**src/rtl/intr_sequencer.sv**
```systemverilog
module intr_sequencer #(
  parameter logic [15:0] VEC_BASE  = 16'h0100,
  parameter logic [15:0] SSP_RESET = 16'h3000
) (
  input  logic        clk,
  input  logic        rst_n,
  input  logic        irq_req,
  input  logic        irq_en,
  input  logic [2:0]  irq_prio,
  input  logic [7:0]  irq_vec,
  input  logic        insn_done,
  input  logic        rti_start,
  input  logic [15:0] psr_in,
  input  logic [15:0] pc_in,
  input  logic [15:0] sp_in,
  output logic        mem_req,
  output logic        mem_we,
  output logic [15:0] mem_addr,
  output logic [15:0] mem_wdata,
  input  logic [15:0] mem_rdata,
  input  logic        mem_rdy,
  output logic        busy,
  output logic        irq_taken,
  output logic        commit,
  output logic [15:0] psr_out,
  output logic [15:0] pc_out,
  output logic [15:0] sp_out,
  output logic [15:0] usp_out,
  output logic [15:0] ssp_out
);

  typedef enum logic [2:0] {
    S_IDLE, S_PUSH_PSR, S_PUSH_PC, S_VEC, S_POP_PC, S_POP_PSR, S_DONE
  } st_t;

  st_t         st;
  logic        ret_q;
  logic [15:0] psr_q, pc_q, sp_q, usp_q, ssp_q;
  logic [7:0]  vec_q;
  logic [2:0]  prio_q;
  logic        accept;

  assign accept    = irq_req && irq_en && insn_done && (irq_prio > psr_in[10:8]);
  assign irq_taken = (st == S_IDLE) && !rti_start && accept;
  assign busy      = (st != S_IDLE);
  assign commit    = (st == S_DONE);
  assign usp_out   = usp_q;
  assign ssp_out   = ssp_q;

  assign mem_req   = (st == S_PUSH_PSR) || (st == S_PUSH_PC) || (st == S_VEC) ||
                     (st == S_POP_PC)   || (st == S_POP_PSR);
  assign mem_we    = (st == S_PUSH_PSR) || (st == S_PUSH_PC);
  assign mem_wdata = (st == S_PUSH_PSR) ? psr_q : pc_q;

  always_comb begin
    case (st)
      S_PUSH_PSR, S_PUSH_PC: mem_addr = sp_q - 16'd1;
      S_VEC:                 mem_addr = VEC_BASE + {8'h00, vec_q};
      default:               mem_addr = sp_q;
    endcase
  end

  assign psr_out = ret_q ? psr_q : {1'b0, psr_q[14:11], prio_q, psr_q[7:3], 3'b000};
  assign pc_out  = pc_q;
  assign sp_out  = (ret_q && psr_q[15]) ? usp_q : sp_q;

  always_ff @(posedge clk) begin
    if (!rst_n) begin
      st     <= S_IDLE;
      ret_q  <= 1'b0;
      psr_q  <= '0;
      pc_q   <= '0;
      sp_q   <= '0;
      vec_q  <= '0;
      prio_q <= '0;
      usp_q  <= '0;
      ssp_q  <= SSP_RESET;
    end else begin
      case (st)
        S_IDLE: begin
          if (rti_start) begin
            ret_q <= 1'b1;
            sp_q  <= sp_in;
            st    <= S_POP_PC;
          end else if (accept) begin
            ret_q  <= 1'b0;
            psr_q  <= psr_in;
            pc_q   <= pc_in;
            prio_q <= irq_prio;
            vec_q  <= irq_vec;
            if (psr_in[15]) begin
              usp_q <= sp_in;
              sp_q  <= ssp_q;
            end else begin
              sp_q  <= sp_in;
            end
            st <= S_PUSH_PSR;
          end
        end
        S_PUSH_PSR: if (mem_rdy) begin
          sp_q <= sp_q - 16'd1;
          st   <= S_PUSH_PC;
        end
        S_PUSH_PC: if (mem_rdy) begin
          sp_q <= sp_q - 16'd1;
          st   <= S_VEC;
        end
        S_VEC: if (mem_rdy) begin
          pc_q <= mem_rdata;
          st   <= S_DONE;
        end
        S_POP_PC: if (mem_rdy) begin
          pc_q <= mem_rdata;
          sp_q <= sp_q + 16'd1;
          st   <= S_POP_PSR;
        end
        S_POP_PSR: if (mem_rdy) begin
          psr_q <= mem_rdata;
          sp_q  <= sp_q + 16'd1;
          st    <= S_DONE;
        end
        S_DONE: begin
          if (ret_q && psr_q[15]) ssp_q <= sp_q;
          st <= S_IDLE;
        end
        default: st <= S_IDLE;
      endcase
    end
  end


  stall_hold_chk: assert property (@(posedge clk) disable iff (!rst_n)
    (mem_req && !mem_rdy) |=> (mem_req && $stable(mem_addr) && $stable(mem_we) && $stable(mem_wdata)));


  commit_idle_chk: assert property (@(posedge clk) disable iff (!rst_n)
    commit |=> !busy);


  entry_push_chk: assert property (@(posedge clk) disable iff (!rst_n)
    irq_taken |=> (mem_req && mem_we));


  start_cause_chk: assert property (@(posedge clk) disable iff (!rst_n)
    $rose(busy) |-> $past(irq_taken || rti_start));

endmodule

```
**config.mk**
```make
export PLATFORM = sky130hd
export DESIGN_NAME = intr_sequencer
export DESIGN_NICKNAME = d
export VERILOG_FILES = /design/src/rtl/intr_sequencer.sv
export SDC_FILE = /design/constraint.sdc
export NUM_CORES = 1
export LEC_CHECK = 0
export CAP_MARGIN = 30
export CORE_UTILIZATION = 40
export DETAILED_ROUTE_END_ITERATION = 8
export PLACE_DENSITY = 0.72
export RECOVER_POWER = 25
export SYNTH_ARGS = -nofsm -noshare
export SYNTH_HDL_FRONTEND = slang
export SYNTH_SLANG_ARGS = --single-unit
```
**constraint.sdc**
```tcl
create_clock -name clk -period 3 [get_ports clk]
set_clock_uncertainty 0.1 [all_clocks]
set_input_delay 0.3 -clock clk [delete_from_list [all_inputs] [get_ports clk]]
set_output_delay 0.3 -clock clk [all_outputs]
set_load 0.02 [all_outputs]
```
==> results of run 1 <==
worst register-to-register path, stage by stage (launching register included):
cell and delay, ps:
dfxtp_1 350, buf_4 260, nor2_1 120, xnor2_1 720, buf_4 310, o22ai_1 100
a2111oi_0 370, a211oi_1 100
repair_timing:
item                                    4_1_cts  5_1_grt
hold buffers                                  0        0
pin swaps                                     0        1
endpoints found under the setup margin       10       12
setup buffers                                 0        1
gates resized for setup                      17       16
per-stage QoR:
step / TNS, ps / instances
CTS: 0 / 1136
global placement: 0 / 1120
floorplan: 0 / 759
finish: 0 / 1137
detailed placement: -11.2 / 1120
global route: -60.6 / 1137
cell families after synthesis:
logic type      synth area share
mux                        0.127
buf+inv                   0.0725
flops                      0.327
simple gates               0.185
fa+ha+maj                 0.0125
xor+xnor                  0.0196
compound gates             0.256
placed cells by master, fill, tap and decap left out, types with 7 or more instances in the layout:
cell type,netlist,final
a211oi_1,23,23
a21oi_1,100,99
a31oi_1,8,8
buf_4,9,60
clkbuf_16,0,9
clkdlybuf4s50_1,0,136
dfxtp_1,95,94
dlygate4sd3_1,0,50
inv_1,17,17
mux2_2,29,29
mux2i_1,41,41
nand2_1,120,119
nand3_1,31,31
nor2_1,31,30
nor3_1,14,13
o211ai_1,7,7
o21ai_0,36,36
o31ai_1,21,20
xor2_1,7,7
worst paths after layout:
| path | start | endpoint | slack, ps |
|---|---|---|---|
| worst max-delay path | sp_q[8] | mem_addr[13] | 80 |
| worst min-delay path | vec_q[4] | vec_q[4] | 360 |
| worst max register to register | st[0] | sp_q[1] | 430 |
| worst min register to register | vec_q[4] | vec_q[4] | 360 |
layer usage:
metal / wire length, µm / part of all wire
met5: 0 / 0
met4: 698 / 0.033
met1: 8130 / 0.39
met2: 10400 / 0.49
met3: 1850 / 0.088
power by group through the flow:
stage | logic [µW] | registers [µW] | clock network, µW
6_report | 2320 | 1450 | 1200
5_1_grt | 2480 | 1470 | 1270
3_5_place_dp | 2280 | 1480 | 0
4_1_cts | 2280 | 1450 | 1220
3_3_place_gp | 2270 | 1480 | 0
2_1_floorplan | 1290 | 1460 | 0
registers in the layout (all words and copies together), names as in the netlist:
name,flops
pc_out,16
prio_q,3
psr_q,16
ret_q,1
sp_q,16
ssp_out,16
st,3
usp_out,16
vec_q,8
final cells by class:
cell class,instances,area [µm²],share of cell area
timing repair buffer,260,2460,0.289
sequential,95,1900,0.224
inverter,21,82.6,0.00970
tap,180,225,0.0265
multi-input combinational,565,3540,0.416
clock buffer,12,246,0.0290
clock inverter,4,53.8,0.00632
==> metrics.cfg, run 1 <==
[final_layout]
layout.nets = 1039
diodes = 0
fillers = 1283
design_area_um2 = 8510
area_growth_pct = 46.5
final_util = 0.606
drive_gt1_frac = 0.135

[setup_path]
worst_path_most_repeated_cell = or3_1
ff2ff_path_depth = 7
cp-start-kind = register
worst-path-buf-inv = 1
cp.depth = 6
cp-end-kind = primary output
worst_path_max_delay_cell = or4_4
path_class = reg2out
arrival_ps = 2520
max_stage_delay_ps = 530
path_delay_family = simple AND/OR/NAND/NOR gates
cp_data_required_time_ps = 2600
worstPathMaxFanout = 5
path_cells = or3_1 -> or4_4 -> or3_1 -> a21oi_1 -> a21o_1 -> clkdlybuf4s15_1

[place]
dp_hpwl_um = 15200
dp_slack_ps = -11.2
io_buffers = 198
gp_congestion = 0.910
placed_area_um2 = 8170

[yosys]
yosysSeqAreaShare = 0.327
synth_area_per_cell_um2 = 7.66
netlist.area_leader.share = 0.327
synth_flop_cell = dfxtp_1
async_flop_share = 0
ys_seq_elements = 95
synth_cells = 759
synth-edff-count = 0
synthTopCellsByCount = 120 x nand2_1, 100 x a21oi_1, 95 x dfxtp_1
ys_warn_count = 0
ys_top_cells_by_area = dfxtp_1 33%, a21oi_1 8.6%, nand2_1 7.8%, mux2i_1 7.1%, mux2_2 5.6%
syn-num-nets = 846
synth_largest_area_cell = dfxtp_1
yosysMostFrequentCell = nand2_1
netlist_area_um2 = 5810
ys_types = 66

[pwr]
pwr-share-comb = 0.466
p_int_uw = 3080
vdd_ir_drop_max_v = 0.000347
swShare = 0.381
power_leakage_uw = 0.00357
p_sw_uw = 1890
p_seq_frac = 0.292
power.total_uw = 4970
power_density_nw_per_um2 = 584
clock_power_share = 0.241

[clocking]
path_clk_slew_ps = 70
cts_tree = done
clock_latency_ps = 360
cts_max_path_buffers = 2
clock-sinks = 95
cts_made_buffers = 9
cts-root-buf = clkbuf_16
htreeDepth = 3

[global_route]
met3_usage = 0.0822
grt_max_degree = 44
grt_first_pass_wirelength_um = 32500
antenna_found_initial = 0
grtUsageTotal = 0.284
use_met1 = 0.321
overflow = 0
grt_pass1_vias = 6234
top_usage_layer = met2
use_met2 = 0.491

[floorplanning]
dieArea_um2 = 15000
die_w_um = 123
coreArea_um2 = 14000
die_h_um = 123
initial_utilization = 0.414
placementRows = 43
ios = 199

[timing]
finalHoldViolations = 0
fin_ws_ps = 84.1
setup_viol = 0
period_share = 0.972
period_minus_slack_ps = 2920
fmax_ghz = 0.343
whs_ps = 362
maxSlewViolCount = 0
slew_headroom = 0.390
worst_pin_slew_ps = 908

[detailed_routing]
wl_um = 21100
wire_per_inst_um = 18.5
ant_nets = 0
drc = 0
via_count = 6472
drtPass1Iterations = 5
avgViaCountPerCell = 5.69
first_iter_violations = 473

[run_status]
status = finished clean

[hold_path]
hold_depth = 2
worst_hold_path_type = reg2reg

[job]
drv_cap = 0

(Power assumes the default switching activity.)
==> run 2, diff against run 1 <==
CORE_MARGIN = 1.5   (was unset)
PLACE_DENSITY = unset   (was 0.72)
PLACE_DENSITY_LB_ADDON = 0.2   (was unset)
==> run 2 against run 1 <==
Effect of this change:
- clock power shrank 12%
- first-iteration DRC count down 14%
- largest power group unchanged
- total power shrank 3.2%
- critical endpoint is now mem_addr[8]
- worst setup slack got worse by 9.2 ps
- worst hold slack lost 7.3 ps
- critical path type unchanged
==> metrics.cfg, run 2 (same netlist as run 1, synthesis figures left out) <==
[global_route]
antenna_found_initial = 0
grtUsageTotal = 0.273
grt_first_pass_wirelength_um = 32400
overflow = 0
grt_pass1_vias = 6292
grt_max_degree = 44

[clocking]
clock-sinks = 95
cts-root-buf = clkbuf_16
htreeDepth = 3
cts_hold_buffers = 0
cts_tree = done
clock_latency_ps = 350
path_clk_slew_ps = 70
cts_max_path_buffers = 2
cts_made_buffers = 9

[detailed_routing]
first_iter_violations = 407
avgViaCountPerCell = 5.74
wire_per_inst_um = 18.3
wl_um = 20800
drc = 0
ant_nets = 0
via_count = 6525
drtPass1Iterations = 5

[timing]
fmax_ghz = 0.342
finalHoldViolations = 0
slew_headroom = 0.420
worst_pin_slew_ps = 864
period_share = 0.975
period_minus_slack_ps = 2930
maxSlewViolCount = 0
setup_viol = 0
fin_ws_ps = 74.9

[setup_path]
cp-end-kind = primary output
path_cells = inv_1 -> ha_1 -> or4b_4 -> or2_2 -> o31a_1 -> o21ai_0 -> dlygate4sd2_1
max_stage_delay_ps = 490
cp-start-kind = register
path_class = reg2out
worstPathMaxFanout = 3
worst_path_max_delay_cell = or4b_4
arrival_ps = 2530
cp_data_required_time_ps = 2600

[pwr]
power_density_nw_per_um2 = 569
p_seq_frac = 0.300
p_int_uw = 2940
p_sw_uw = 1870
power_leakage_uw = 0.00356
vdd_ir_drop_max_v = 0.000317
clock_power_share = 0.218
pwr-share-comb = 0.482
swShare = 0.389

[place]
dp_hpwl_um = 15100
dp_slack_ps = 68.8
io_buffers = 198
gp_congestion = 0.900
dp_cells = 1123

[run_status]
status = finished clean

[final_layout]
diodes = 0
stdcell_count = 1137
drive_gt1_frac = 0.141
layout.nets = 1041
mostFrequentLayoutCell = clkdlybuf4s50_1
area_growth_pct = 45.6
fillers = 1314
final_cell_mix = 135 x clkdlybuf4s50_1, 120 x nand2_1, 98 x a21oi_1, 95 x dfxtp_1, 63 x buf_4

[floorplanning]
placementRows = 43
coreArea_um2 = 14000
die_w_um = 124
initial_utilization = 0.414
die_h_um = 124
dieArea_um2 = 15300
ios = 199

[job]
drv_cap = 0

[hold_path]
worst_hold_path_type = reg2reg

run 2: cell types whose count changed in the layout (fill, tap and decap cells not counted), moves of 2 or more:
cell / delta
buf_12: -2
buf_4: +3
clkbuf_2: +2
clkdlybuf4s15_1: -2
clkinv_2: +2
nor4_2: +2
run 2: worst max-delay path: cells and delay by family (launching register included):
family                     cells  cell delay [ps]
and+or+nand+nor                2              790
AOI/OAI and AO/OA              2              460
adders and majority gates      1              160
DFF                            1              320
buffers and inverters          2              440
run 2: repair_timing:
item                                    4_1_cts  5_1_grt
endpoints found under the setup margin       11       12
buffers inserted                              0        0
gates resized for setup                      15       24
run 2: final timing paths:
path,startpoint,endpoint,slack [ps],cells past startpoint
hold reg to reg,vec_q[1],vec_q[1],350,2
hold / removal,vec_q[1],vec_q[1],350,2
setup reg to reg,st[2],sp_q[13],540,6
setup / recovery,sp_q[0],mem_addr[8],70,7
run 2: power groups by stage:
stage	clock network [µW]	registers, µW	logic (µW)
6_report	1050	1440	2320
5_1_grt	1120	1460	2480
4_1_cts	1060	1440	2280
3_5_place_dp	0	1470	2270
3_3_place_gp	0	1470	2260
2_1_floorplan	0	1460	1290
run 2: area by class of cell:
type	count	area, µm²	share of cell area
clock buffers	10	229	0.0271
multi-input cells	565	3560	0.421
repair buffers	262	2440	0.288
clock inverters	4	25.0	0.00296
well taps	180	225	0.0266
flip-flops and latches	95	1900	0.225
inverters	21	78.8	0.00932
run 2: through the flow:
step,total power (µW),area (µm²),TNS (ps),utilization,hold WS (ps)
after global routing,5060,8460,-0.169,0.603,377
after floorplan,2750,5810,0,-,333
after global placement,3730,8170,0,0.581,343
after detailed placement,3740,8170,0,0.581,347
final,4810,8460,0,0.603,354
after CTS,4780,8430,0,0.600,356
run 2: routing by layer:
metal | part of all wire | wire [µm] | vias to the layer above | track usage
li1 | - | - | 3127 | -
met4 | 0.040 | 839 | 0 | 0.130
met1 | 0.40 | 8240 | 3054 | 0.312
met5 | 0 | 0 | - | 0
met2 | 0.49 | 10200 | 285 | 0.470
met3 | 0.072 | 1500 | 59 | 0.0756
==> run 3, diff against run 2 <==
ABC_AREA = 1   (was unset)
CORE_UTILIZATION = 37   (was 40)
clock period = 2.5 ns   (was 3 ns; I/O delays follow)
==> run 3 against run 2 <==
Effect of this change:
- worst hold slack improved by 2.0 ps
- worst setup slack about the same
- via count fell by 0.51%
- count of clock-buffer cells in the layout down 1
- clock power up 29%
- combinational power increased by 140%
- cell count rose by 12%
- wire length shrank 4.8%
==> metrics.cfg, run 3 <==
[run_status]
status = finished clean

[global_route]
grt_pass1_vias = 6094
grt_first_pass_wirelength_um = 30900
grtUsageTotal = 0.245
grt_max_degree = 76
antenna_found_initial = 0
overflow = 0

[timing]
finalHoldViolations = 0
period_minus_slack_ps = 2430
whs_ps = 356
maxSlewViolCount = 0
setup_viol = 0
fmax_ghz = 0.412
rsz0062_at_grt = yes
slew_headroom = 0.514
worst_pin_slew_ps = 728
fin_ws_ps = 74.4
period_share = 0.970

[setup_path]
r2r-end = pc_out[7]
path_cells = inv_2 -> nand3_4 -> buf_8 -> mux2_2 -> clkdlybuf4s50_1
endpoint = mem_wdata[6]
cp.depth = 5
path_class = reg2out
timing.rr.start = st[2]
worstPathMaxFanout = 16
path_delay_family = buffers and inverters
cp_data_required_time_ps = 2150
cp-start-kind = register
max_stage_delay_ps = 540
arrival_ps = 2080
ff2ff_path_depth = 10
cp-startpoint = st[2]
rrSetupSlack_ps = 530
cp-end-kind = primary output
worst-path-buf-inv = 3
worst_path_max_delay_cell = clkdlybuf4s50_1

[yosys]
netlist.area_leader.share = 0.336
yosysSeqAreaShare = 0.336
ys_types = 32
ys_warn_count = 0
syn-num-nets = 967
ys_seq_elements = 95
async_flop_share = 0
synthTopCellsByCount = 180 x nand2_1, 136 x o21ai_0, 104 x nor2_1
ys_top_cells_by_area = dfxtp_1 34%, o21ai_0 12%, nand2_1 12%, nand3_1 6.9%, nor2_1 6.9%
synth_area_per_cell_um2 = 6.44
synth_cells = 880
synth-edff-count = 0
synth_flop_cell = dfxtp_1
synth_largest_area_cell = dfxtp_1
yosysMostFrequentCell = nand2_1
netlist_area_um2 = 5670

[final_layout]
final_util = 0.546
area_growth_pct = 45.2
layout.nets = 1166
drive_gt1_frac = 0.110
final_cell_mix = 180 x nand2_1, 134 x o21ai_0, 128 x clkdlybuf4s50_1, 101 x nor2_1, 92 x dfxtp_1
design_area_um2 = 8230
stdcell_count = 1272
mostFrequentLayoutCell = nand2_1
diodes = 0

[clocking]
cts_tree = done
path_clk_slew_ps = 70
htreeDepth = 3
cts_made_buffers = 9
clock_latency_ps = 360
clock-sinks = 95
cts_max_path_buffers = 2
cts-root-buf = clkbuf_16

[pwr]
clock_power_share = 0.152
power_density_nw_per_um2 = 1070
p_sw_uw = 4250
p_int_uw = 4600
p_seq_frac = 0.228
power_leakage_uw = 0.00381
pwr-share-comb = 0.620
vdd_ir_drop_max_v = 0.000589
swShare = 0.480

[detailed_routing]
dr.max_layer_used = met4
via_count = 6492
first_iter_violations = 471
wl_met2_um = 9680
met1_length_um = 8130
wl_um = 19800
wl_met3_um = 1490
drc = 0
avgViaCountPerCell = 5.10
ant_nets = 0
drtPass1Iterations = 7
wire_per_inst_um = 15.6

[place]
dp_slack_ps = -47.1
gp_congestion = 0.909
dp_cells = 1256
dp_hpwl_um = 15000
placed_area_um2 = 7960
io_buffers = 198

[floorplanning]
placementRows = 45
die_w_um = 127
ios = 199
coreArea_um2 = 15100
dieArea_um2 = 16100
initial_utilization = 0.376
die_h_um = 127

[hold_path]
worst_hold_path_type = reg2reg

[job]
drv_cap = 0

## run 3: metrics by stage
stage	total power [µW]	TNS [ps]
finish	8850	0
CTS	8920	0
floorplan	5270	0
global placement	7610	-37.3
global route	9490	-9.06
detailed placement	7650	-47.1
## run 3: power by group through the flow
stage          clock network (µW)  registers (µW)  logic, µW
5_1_grt                      1430            2060       6000
3_3_place_gp                    0            2040       5570
2_1_floorplan                   0            2050       3220
3_5_place_dp                    0            2040       5610
6_report                     1350            2020       5480
4_1_cts                      1370            2010       5540
## run 3: cell families after synthesis
| family | count (synthesis) | synth area share |
|---|---|---|
| compound gates | 227 | 0.210 |
| xor+xnor | 2 | 0.00309 |
| fa+ha+maj | 5 | 0.0110 |
| buf+inv | 144 | 0.108 |
| flops | 95 | 0.336 |
| mux | 19 | 0.0377 |
| simple gates | 388 | 0.295 |
## run 3: worst reg2reg max path: stages, from the launching register on
cell and delay [ps]:
dfxtp_2 400, inv_2 100, nand3_1 100, buf_4 140
nand2_1 70, inv_1 430, buf_4 250, nand2_1 50
o21ai_0 60, nor2_1 70, nor2_1 130
## run 3: routing by layer
layer  vias to the layer above  global-route usage
li1                       3305                   -
met5                         -                   0
met3                        29              0.0599
met4                         0              0.0949
met1                      2905               0.290
met2                       253               0.426
## run 3: worst min-delay path by stage
stage | startpoint | end | slack, ps | depth (start not counted)
6_report | prio_q[1] | prio_q[1] | 360 | 2
5_1_grt | irq_prio[0] | prio_q[0] | 370 | 3
4_1_cts | irq_prio[0] | prio_q[0] | 360 | 3
3_5_place_dp | prio_q[1] | prio_q[1] | 350 | 2
3_3_place_gp | prio_q[1] | prio_q[1] | 340 | 2
2_1_floorplan | sp_in[11] | usp_out[11] | 280 | 2
## run 3: repair_timing
action,4_1_cts,5_1_grt
setup buffers,0,0
cloned,0,0
setup endpoints to repair,34,16
gates resized for setup,20,32
hold buffers,0,0
## run 3: layout make-up
cell class / instances / area [µm²]
clock inverter: 7 / 55.1
timing repair buffer: 244 / 2320
sequential: 95 / 1910
inverter: 88 / 333
fill: 1514 / 6860
multi-input combinational: 641 / 3160
tap: 188 / 235
clock buffer: 9 / 225
